==> src/rtl/dma_evt_pkg.sv <==
package dma_evt_pkg;
  localparam int DW       = 32;
  localparam int IRQ_W    = 8;
  localparam int ABRT_LSB = 16;
  localparam int STRT_LSB = ABRT_LSB - IRQ_W;
  localparam int FORCE_B  = STRT_LSB - 1;
  localparam int ACMD_B   = FORCE_B - 1;
  localparam int PATEN_B  = ACMD_B - 1;
  localparam int SEN_B    = PATEN_B - 1;
  localparam int AEN_B    = SEN_B - 1;
  localparam int NSEL     = 2;   // selector 0: start, selector 1: abort

  typedef logic [IRQ_W-1:0] irq_num_t;

  typedef struct packed {
    irq_num_t abrt_sel;
    irq_num_t strt_sel;
    logic     pat_en;
    logic     strt_en;
    logic     abrt_en;
  } evt_cfg_t;
endpackage

==> src/rtl/evt_cfg_reg.sv <==
module evt_cfg_reg
  import dma_evt_pkg::*;
(
  input  logic          clk,
  input  logic          rst_n,
  input  logic          wr_en,
  input  logic [DW-1:0] wdata,
  output evt_cfg_t      cfg,
  output logic          force_cmd,
  output logic          abrt_cmd,
  output logic [DW-1:0] word
);
  always_ff @(posedge clk) begin
    if (!rst_n) begin
      cfg <= '0;
    end else if (wr_en) begin
      cfg.abrt_sel <= wdata[ABRT_LSB +: IRQ_W];
      cfg.strt_sel <= wdata[STRT_LSB +: IRQ_W];
      cfg.pat_en   <= wdata[PATEN_B];
      cfg.strt_en  <= wdata[SEN_B];
      cfg.abrt_en  <= wdata[AEN_B];
    end
  end

  // command bits are never stored, so they read back as zero
  assign force_cmd = wr_en & wdata[FORCE_B];
  assign abrt_cmd  = wr_en & wdata[ACMD_B];

  always_comb begin
    word = '0;
    word[ABRT_LSB +: IRQ_W] = cfg.abrt_sel;
    word[STRT_LSB +: IRQ_W] = cfg.strt_sel;
    word[PATEN_B]           = cfg.pat_en;
    word[SEN_B]             = cfg.strt_en;
    word[AEN_B]             = cfg.abrt_en;
  end
endmodule

==> src/rtl/evt_irq_match.sv <==
module evt_irq_match #(
  parameter int W = 8
) (
  input  logic         en,
  input  logic         valid,
  input  logic [W-1:0] num,
  input  logic [W-1:0] sel,
  output logic         hit
);
  assign hit = en & valid & (num == sel);
endmodule

==> src/rtl/evt_pulse_gen.sv <==
module evt_pulse_gen (
  input  logic clk,
  input  logic rst_n,
  input  logic strt_evt,
  input  logic abrt_evt,
  input  logic pat_hit,
  input  logic irq_abrt_hit,
  input  logic flag_clr,
  output logic start_o,
  output logic abort_o,
  output logic en_clr_o,
  output logic flag_o
);
  always_ff @(posedge clk) begin
    if (!rst_n) begin
      start_o  <= 1'b0;
      abort_o  <= 1'b0;
      en_clr_o <= 1'b0;
      flag_o   <= 1'b0;
    end else begin
      start_o  <= strt_evt & ~abrt_evt;
      abort_o  <= abrt_evt;
      en_clr_o <= pat_hit;
      if (irq_abrt_hit)  flag_o <= 1'b1;
      else if (flag_clr) flag_o <= 1'b0;
    end
  end

  a_r8_abort_wins: assert property (@(posedge clk) disable iff (!rst_n)
    start_o |-> !abort_o);
  a_r7_clr_with_abort: assert property (@(posedge clk) disable iff (!rst_n)
    en_clr_o |-> abort_o);
  a_r9_flag_sticky: assert property (@(posedge clk) disable iff (!rst_n)
    flag_o && !flag_clr |=> flag_o);
  a_r4_flag_set: assert property (@(posedge clk) disable iff (!rst_n)
    irq_abrt_hit |=> flag_o && abort_o);
endmodule

==> src/rtl/dma_evt_trig.sv <==
module dma_evt_trig
  import dma_evt_pkg::*;
(
  input  logic             clk,
  input  logic             rst_n,
  input  logic             reg_sel,
  input  logic             reg_wr,
  input  logic             reg_rd,
  input  logic [DW-1:0]    reg_wdata,
  output logic [DW-1:0]    reg_rdata,
  input  logic             irq_valid,
  input  logic [IRQ_W-1:0] irq_num,
  input  logic             pat_match,
  input  logic             flag_clr,
  output logic             start_pulse,
  output logic             abort_pulse,
  output logic             chan_en_clr,
  output logic             abort_flag
);
  evt_cfg_t      cfg;
  logic          force_cmd, abrt_cmd;
  logic [DW-1:0] word;
  logic [NSEL-1:0] sel_en;
  irq_num_t        sel_num [NSEL];
  logic [NSEL-1:0] sel_hit;
  logic            pat_hit;

  evt_cfg_reg u_cfg (
    .clk(clk), .rst_n(rst_n), .wr_en(reg_sel & reg_wr), .wdata(reg_wdata),
    .cfg(cfg), .force_cmd(force_cmd), .abrt_cmd(abrt_cmd), .word(word)
  );

  assign sel_en[0]  = cfg.strt_en;
  assign sel_num[0] = cfg.strt_sel;
  assign sel_en[1]  = cfg.abrt_en;
  assign sel_num[1] = cfg.abrt_sel;

  for (genvar g = 0; g < NSEL; g++) begin : g_match
    evt_irq_match #(.W(IRQ_W)) u_m (
      .en(sel_en[g]), .valid(irq_valid), .num(irq_num),
      .sel(sel_num[g]), .hit(sel_hit[g])
    );
  end

  assign pat_hit = cfg.pat_en & pat_match;

  evt_pulse_gen u_pg (
    .clk(clk), .rst_n(rst_n),
    .strt_evt(sel_hit[0] | force_cmd),
    .abrt_evt(sel_hit[1] | abrt_cmd | pat_hit),
    .pat_hit(pat_hit), .irq_abrt_hit(sel_hit[1]), .flag_clr(flag_clr),
    .start_o(start_pulse), .abort_o(abort_pulse),
    .en_clr_o(chan_en_clr), .flag_o(abort_flag)
  );

  assign reg_rdata = (reg_sel & reg_rd) ? word : '0;

  a_r2_rsvd_zero: assert property (@(posedge clk) disable iff (!rst_n)
    reg_rdata[DW-1:ABRT_LSB+IRQ_W] == '0 && reg_rdata[ACMD_B+1:ACMD_B] == 2'b00);
  a_r3_start_gated: assert property (@(posedge clk) disable iff (!rst_n)
    irq_valid && !cfg.strt_en && !(reg_sel && reg_wr && reg_wdata[FORCE_B])
    |=> !start_pulse);
  a_r7_pattern_off: assert property (@(posedge clk) disable iff (!rst_n)
    !cfg.pat_en |=> !chan_en_clr);
endmodule

==> config.mk <==
export PLATFORM = sky130hd
export DESIGN_NAME = dma_evt_trig
export DESIGN_NICKNAME = d
export VERILOG_FILES = /design/src/rtl/dma_evt_pkg.sv /design/src/rtl/evt_cfg_reg.sv /design/src/rtl/evt_irq_match.sv /design/src/rtl/evt_pulse_gen.sv /design/src/rtl/dma_evt_trig.sv
export SDC_FILE = /design/constraint.sdc
export NUM_CORES = 1
export LEC_CHECK = 0
export BUFFER_PORTS_ARGS = -buffer_cell sky130_fd_sc_hd__buf_4
export CAP_MARGIN = 15
export CORE_MARGIN = 2
export CORE_UTILIZATION = 40
export CTS_CLUSTER_SIZE = 14
export DETAILED_ROUTE_END_ITERATION = 8
export PLACE_DENSITY = 0.87
export SETUP_SLACK_MARGIN = 0.4
export SLEW_MARGIN = 20
export SYNTH_ARGS = -nofsm -noshare
export SYNTH_HDL_FRONTEND = slang
export SYNTH_SLANG_ARGS = --single-unit
==> constraint.sdc <==
create_clock -name clk -period 2.3 [get_ports clk]
set_input_delay 0.115 -clock clk [delete_from_list [all_inputs] [get_ports clk]]
set_output_delay 0.115 -clock clk [all_outputs]
set_load 0.01 [all_outputs]
# Word-level counts from Yosys, hierarchy flattened
# Cells that the tools add are included.
[totals]
ff_bits = 23
elab_cells = 29
[classes]
n_eq_ne = 2
mux = 3
bitwise = 14
reduce_logical = 1
[op_table]
columns = ["cell", "count"]
rows = [
  ["24-bit 2-to-1 mux", 1],
  ["8-bit == test", 2],
  ["1-bit AND", 10],
  ["1-bit bitwise OR", 3],
  ["1-bit 2-to-1 mux", 2],
  ["2-bit nonzero test", 1],
  ["1-bit inverter", 1],
]

# Longest topological paths before layout
# Gate-level depths: netlist of the first run.
[logic_depth]
depth_word = 6
mapped_depth = 4

# Cells and area by module
# Synthesis of the first run repeated with hierarchy kept, for this count alone.
[hier_totals]
cells_unflattened = 170
hier_area_um2 = 1582.8
[by_module_without_submodules]
columns = ["module", "instances", "cells_each", "area_each_um2", "seq_area_each_um2"]
rows = [
  ["evt_cfg_reg", 1, 95, 972.2, 380.4],
  ["dma_evt_trig", 1, 42, 295.3, 0.0],
  ["evt_irq_match", 2, 12, 96.3, 0.0],
  ["evt_pulse_gen", 1, 9, 122.6, 80.1],
]

# Worst setup path before layout of the first run
# No wires, ideal clock.
[synth_timing]
kind = "register -> register"
start = "register, netlist name u_cfg.cfg[7]"
end = "register u_pg.start_o"
setup_ns = 0.070
t_arrival_ns = 1.151
path_slack_ns = 1.079
path_stages_with_launch = 5
path_buffers = 0
synth_period_minus_slack_ns = 1.221
path_cell_list = "dfxtp_1 xnor2_1 nand4_1 or4_1 a21boi_1"
[synth_between]
elab_chain_len = 4
[synth_rtl]
columns = ["element", "line_no", "rtl"]
rows = [
  ["8-bit == test", "evt_irq_match.sv:10", "assign hit = en & valid & (num == sel);"],
  ["1-bit AND", "evt_irq_match.sv:10", ""],
  ["1-bit bitwise OR", "dma_evt_trig.sv:49", ".strt_evt(sel_hit[0] | force_cmd),"],
  ["1-bit AND", "evt_pulse_gen.sv:21", "start_o <= strt_evt & ~abrt_evt;"],
  ["to (signal assigned)", "evt_pulse_gen.sv:21", ""],
  ["to (decl)", "evt_pulse_gen.sv:9", "output logic start_o,"],
]
# No other way between the ends.
# A chain may end at the register's enable or synchronous reset.

# Final worst setup path of the first run
[layout_timing]
start = "register, netlist name u_cfg.cfg[7]"
end = "register u_pg.start_o"
[layout_between]
elab_chain_len = 4
[layout_rtl]
columns = ["element", "line_no"]
rows = [
  ["8-bit == test", "evt_irq_match.sv:10"],
  ["1-bit AND", "evt_irq_match.sv:10"],
  ["1-bit bitwise OR", "dma_evt_trig.sv:49"],
  ["1-bit AND", "evt_pulse_gen.sv:21"],
]
# No other way between the ends.

==> results of run 1 <==
## layout make-up
class	instances	area, um2	area share (%)
multi-input cells	122	701	41.6
flip-flops and latches	23	460	27.4
repair buffers	60	450	26.8
well taps	33	41.3	2.45
clock buffers	4	26.3	1.56
inverters	1	3.75	0.223
## flip-flops by register name, indices dropped and copies added, names as in the netlist
name           flops
u_cfg.cfg         19
u_pg.abort_o       1
u_pg.en_clr_o      1
u_pg.flag_o        1
u_pg.start_o       1
## placed cells by master, fill, tap and decap left out, drive strengths merged
master	count
nor4	1
nand3	3
a22o	1
or4	1
a31oi	1
nand4	1
and3	21
dfxtp	23
xor2	8
clkbuf	4
and2	1
xnor2	8
conb	13
nand2	39
nor3	1
nor2b	2
buf	60
a32oi	1
inv	1
a21boi	20
## final timing paths
| path | start | to | slack, ns | cells after the start |
|---|---|---|---|---|
| hold reg to reg | u_cfg.cfg[11] | u_cfg.cfg[11] | 0.50 | 2 |
| hold / removal | pat_match | u_pg.en_clr_o | 0.04 | 2 |
| setup reg to reg | u_cfg.cfg[7] | u_pg.start_o | 0.94 | 4 |
| setup / recovery | u_cfg.cfg[7] | u_pg.start_o | 0.94 | 4 |
## metrics by stage
step / util [%] / area [um2] / setup WS (ns) / total power [mW]
2_1_floorplan: - / 1290 / 1.08 / 0.526
3_3_place_gp: 55.2 / 1660 / 0.964 / 0.589
3_5_place_dp: 55.2 / 1660 / 0.950 / 0.592
4_1_cts: 56.0 / 1680 / 0.923 / 0.776
5_1_grt: 56.0 / 1680 / 0.845 / 0.818
6_report: 56.0 / 1680 / 0.935 / 0.767
## critical path, cell delays in order (launching register included)
cell	delay (ns)
dfxtp_1	0.35
xnor2_1	0.16
nand4_1	0.12
or4_1	0.53
a21boi_1	0.15
## metal layers
| layer | routed length, um | up-vias |
|---|---|---|
| li1 | - | 600 |
| met1 | 1370 | 534 |
| met2 | 1570 | 48 |
| met3 | 197 | 2 |
| met4 | 10 | 0 |
| met5 | 0 | - |
## report_power, final
part,total [mW],internal [mW],switching [mW]
clock network,0.185,0.0676,0.117
logic,0.154,0.0806,0.0738
registers,0.428,0.415,0.0132
total,0.767,0.563,0.204
## kinds of logic after synthesis
family	Yosys count	share of synthesized area, %
and+or+nand+nor	70	27.1
xor gates and xnor gates	16	11.2
buffers and inverters	22	10.5
DFF	23	36.9
other	1	0.301
AOI/OAI and AO/OA	23	13.9
==> results.cfg, run 1 <==
[route]
ant_nets = 0
drt_pass1_iterations = 4
drt_iter0_markers = 45
wl_per_cell_um = 13.0
vias = 1184
wl_um = 3150
via_per_inst = 4.87
drc_errors = 0

[synth]
synth_most_common_cell = nand2_1
synth.yosys.seq_area_share_pct = 36.9
netlist_area_um2 = 1250
async_reset_ff_share_pct = 0
synthTopCellsByCount = 39 x nand2_1, 23 x dfxtp_1, 20 x and3_1
syn_inst = 155
synth_edf_count = 0
post_synth.cell_area_avg_um2 = 8.05
synth_ff_type = dfxtp_1
ys_types = 22
yosysTopAreaCellShare_pct = 36.9
ys_top_cells_by_area = dfxtp_1 37%, nand2_1 12%, a21boi_0 11%, and3_1 10%, buf_4 7.8%
yosysTopAreaCell = dfxtp_1
ys_ff_latch = 23
ys_warn_count = 0

[worst_setup_path]
worst-setup-path-type = flop to flop
crit_path_start_kind = flop
worstPathRequired_ns = 2.55
path_max_fanout = 3
critPathCaptureType = flop
cp.arrival_ns = 1.61

[floorplanning]
fp.dieW_um = 59.8
start_util_pct = 41.5
dieArea_um2 = 3580
core_area_um2 = 3000
boundaryPins = 84
die_y_um = 59.8
row_count = 20

[clock_tree]
insertion_delay_ns = 0.30
cts_tree = done
path_clk_slew_ns = 0.12
clockBufferDepth = 2
hold_buffers = 0
cts_max_level = 1
postCtsSetupBuffers = 0
numCtsBuffers = 3
cts_resized = 0
clock-sinks = 23
cts_root_buf = clkbuf_4

[cells_and_area]
diodes = 0
final-instance-count-excl-fill = 243
nNetsFinal = 259
drive_gt1_share_pct = 30.5
synthToLayoutAreaGrowth_pct = 34.9
fillers = 302

[global_routing]
grtUsageMet2_pct = 30.4
use_met3_pct = 3.03
gr-total-overflow = 0
grt_max_degree = 25
top_usage_layer = met2
grtUsageMet1_pct = 24.7
grt_pass1_wl_um = 5090
globalRouteTotalUtil_pct = 18.5
antenna_found_initial = 0
grt_pass1_vias = 1143

[timing]
slew_violations = 0
hold_viol_final = 0
max_clock_freq_mhz = 733
rsz0062_at_grt = no
fin_tns_setup_ns = 0
hold_ws_ns = 0.0429
tightest_slew_ns = 0.635
min_period_ns = 1.36
relSlewSlack_pct = 57.5
fin_skew_ns = 0.00321
finalCritPeriodShare_pct = 59.3
setup_viol = 0

[run]
cap_violations = 0

[pwr]
pwr_density_cell_nw_per_um2 = 456
p_leak_nw = 0.840
peakVddDrop_uv = 260

[place]
gp_congestion = 0.837
dp_hpwl_um = 2350
numPlacedInstances = 239
io_buffer_count = 59

[outcome]
status = finished clean

[min_path]
min_path_type = input port to flop
(Power assumes the default switching activity.)
==> inputs of run 2 (changes only) <==
==> constraint.sdc (replaced) <==
create_clock -name clk -period 1.3 [get_ports clk]
set_input_delay 0.065 -clock clk [delete_from_list [all_inputs] [get_ports clk]]
set_output_delay 0.065 -clock clk [all_outputs]
set_load 0.01 [all_outputs]
==> run 2 against run 1 <==
  * The flow now finishes with violations (negative setup slack)
  * Critical path depth unchanged
  * Hold slack worse by 0.020 ns
  * First-iteration DRC count down 51%
  * Largest cell class unchanged
  * Largest power group unchanged
==> results.cfg, run 2 (synthesis results as in run 1) <==
[pwr]
p_leak_nw = 0.966
pwr_density_cell_nw_per_um2 = 687
peakVddDrop_uv = 452
finalPower_mw = 1.48

[run]
cap_violations = 0

[place]
gp_congestion = 0.900
place_ws_ns = 0.00588
io_buffer_count = 59
numPlacedInstances = 241
dp_hpwl_um = 2340

[timing]
setup_viol = 1
rsz0062_at_grt = yes
finalWorstSetupSlack_ns = -0.00842
hold_viol_final = 0
fin_tns_setup_ns = -0.00842
min_period_ns = 1.31
finalCritPeriodShare_pct = 101
slew_violations = 0
fin_skew_ns = 0.00218
max_clock_freq_mhz = 764

[route]
wl_um = 3620
ant_nets = 0
drc_errors = 0
via_per_inst = 4.78
drt_iter0_markers = 22
drt_pass1_iterations = 4
vias = 1291
wl_per_cell_um = 13.4

[cells_and_area]
final_cell_mix = 47 x buf_4, 39 x nand2_1, 20 x dlygate4sd3_1, 20 x buf_6
layout_commonest_cell = buf_4
largest_reg_flops = 19
diodes = 0
synthToLayoutAreaGrowth_pct = 72.5
regMostFlops = u_cfg.cfg
fillers = 229
drive_gt1_share_pct = 47.7
nNetsFinal = 286
final-instance-count-excl-fill = 270

[clock_tree]
clock-sinks = 23
numCtsBuffers = 3
path_clk_slew_ns = 0.13
cts_max_level = 1
cts_root_buf = clkbuf_4
cts_tree = done
clockBufferDepth = 2
insertion_delay_ns = 0.31

[global_routing]
antenna_found_initial = 0
gr-total-overflow = 0
grt_max_degree = 24
globalRouteTotalUtil_pct = 20.4
grt_pass1_vias = 1185
grt_pass1_wl_um = 5490

[floorplanning]
dieArea_um2 = 3580
core_area_um2 = 3000
die_y_um = 59.8
start_util_pct = 41.5
fp.dieW_um = 59.8
boundaryPins = 84
row_count = 20

[worst_setup_path]
cp.arrival_ns = 1.57
crit_path_start_kind = flop
critPathCaptureType = flop
worstPathRequired_ns = 1.56
cp_slowest_stage_delay_ns = 0.53
slowest_stage = or4_4
worst-setup-path-type = flop to flop
worstPathCellList = xnor2_1, nand3_1, or4_4, a21boi_2
path_max_fanout = 3

[outcome]
status = complete, but fails checks
violations = negative setup slack

[min_path]
min_path_type = input port to flop
## run 2: critical path, delay by kind of cell (launching register included)
kind / cells / cell delay (ns)
simple gates: 2 / 0.62
flops: 1 / 0.36
xor+xnor: 1 / 0.15
compound gates: 1 / 0.13
## run 2: power by group
group,switching [mW],internal [mW]
Clock,0.229,0.115
Combinational,0.158,0.213
Sequential,0.0255,0.738
## run 2: final cells by class
class	instances	area (um2)	share of cell area, %
inverter	1	3.75	0.174
clock inverter	1	5.00	0.233
timing repair buffer	87	778	36.2
tap	33	41.3	1.92
multi-input combinational	122	813	37.8
clock buffer	3	22.5	1.05
sequential	23	488	22.7
## run 2: per-stage QoR
step                      util [%]  hold slack (ns)  instance area (um2)
after floorplan                  -            0.202                 1300
after global placement        56.0            0.309                 1680
after detailed placement      56.0            0.314                 1680
after CTS                     67.1          0.00794                 2010
after global routing          71.7          0.00660                 2150
final                         71.7           0.0232                 2150
## run 2: repair_timing
action / CTS / global route
resized for setup: 25 / 29
hold buffers: 20 / 0
pin swaps: 4 / 1
hold endpoints to repair: 20 / 0
setup endpoints to repair: 22 / 23
setup buffers: 3 / 2
## run 2: worst paths after layout
path	endpoint	cells after the start	from	slack [ns]
setup / recovery	u_pg.start_o	4	u_cfg.cfg[6]	-0.008
hold reg to reg	u_cfg.cfg[0]	2	u_cfg.cfg[0]	0.49
setup reg to reg	u_pg.start_o	4	u_cfg.cfg[6]	-0.008
hold / removal	u_pg.start_o	3	reg_wdata[7]	0.02
## run 2: per-layer routing
layer / global-route usage, % / part of all wire, % / up-vias
met5: 0 / 0 / -
met4: 6.35 / 0.80 / 0
met3: 2.81 / 5.8 / 4
met2: 35.9 / 51 / 48
met1: 25.5 / 43 / 585
li1: - / - / 654
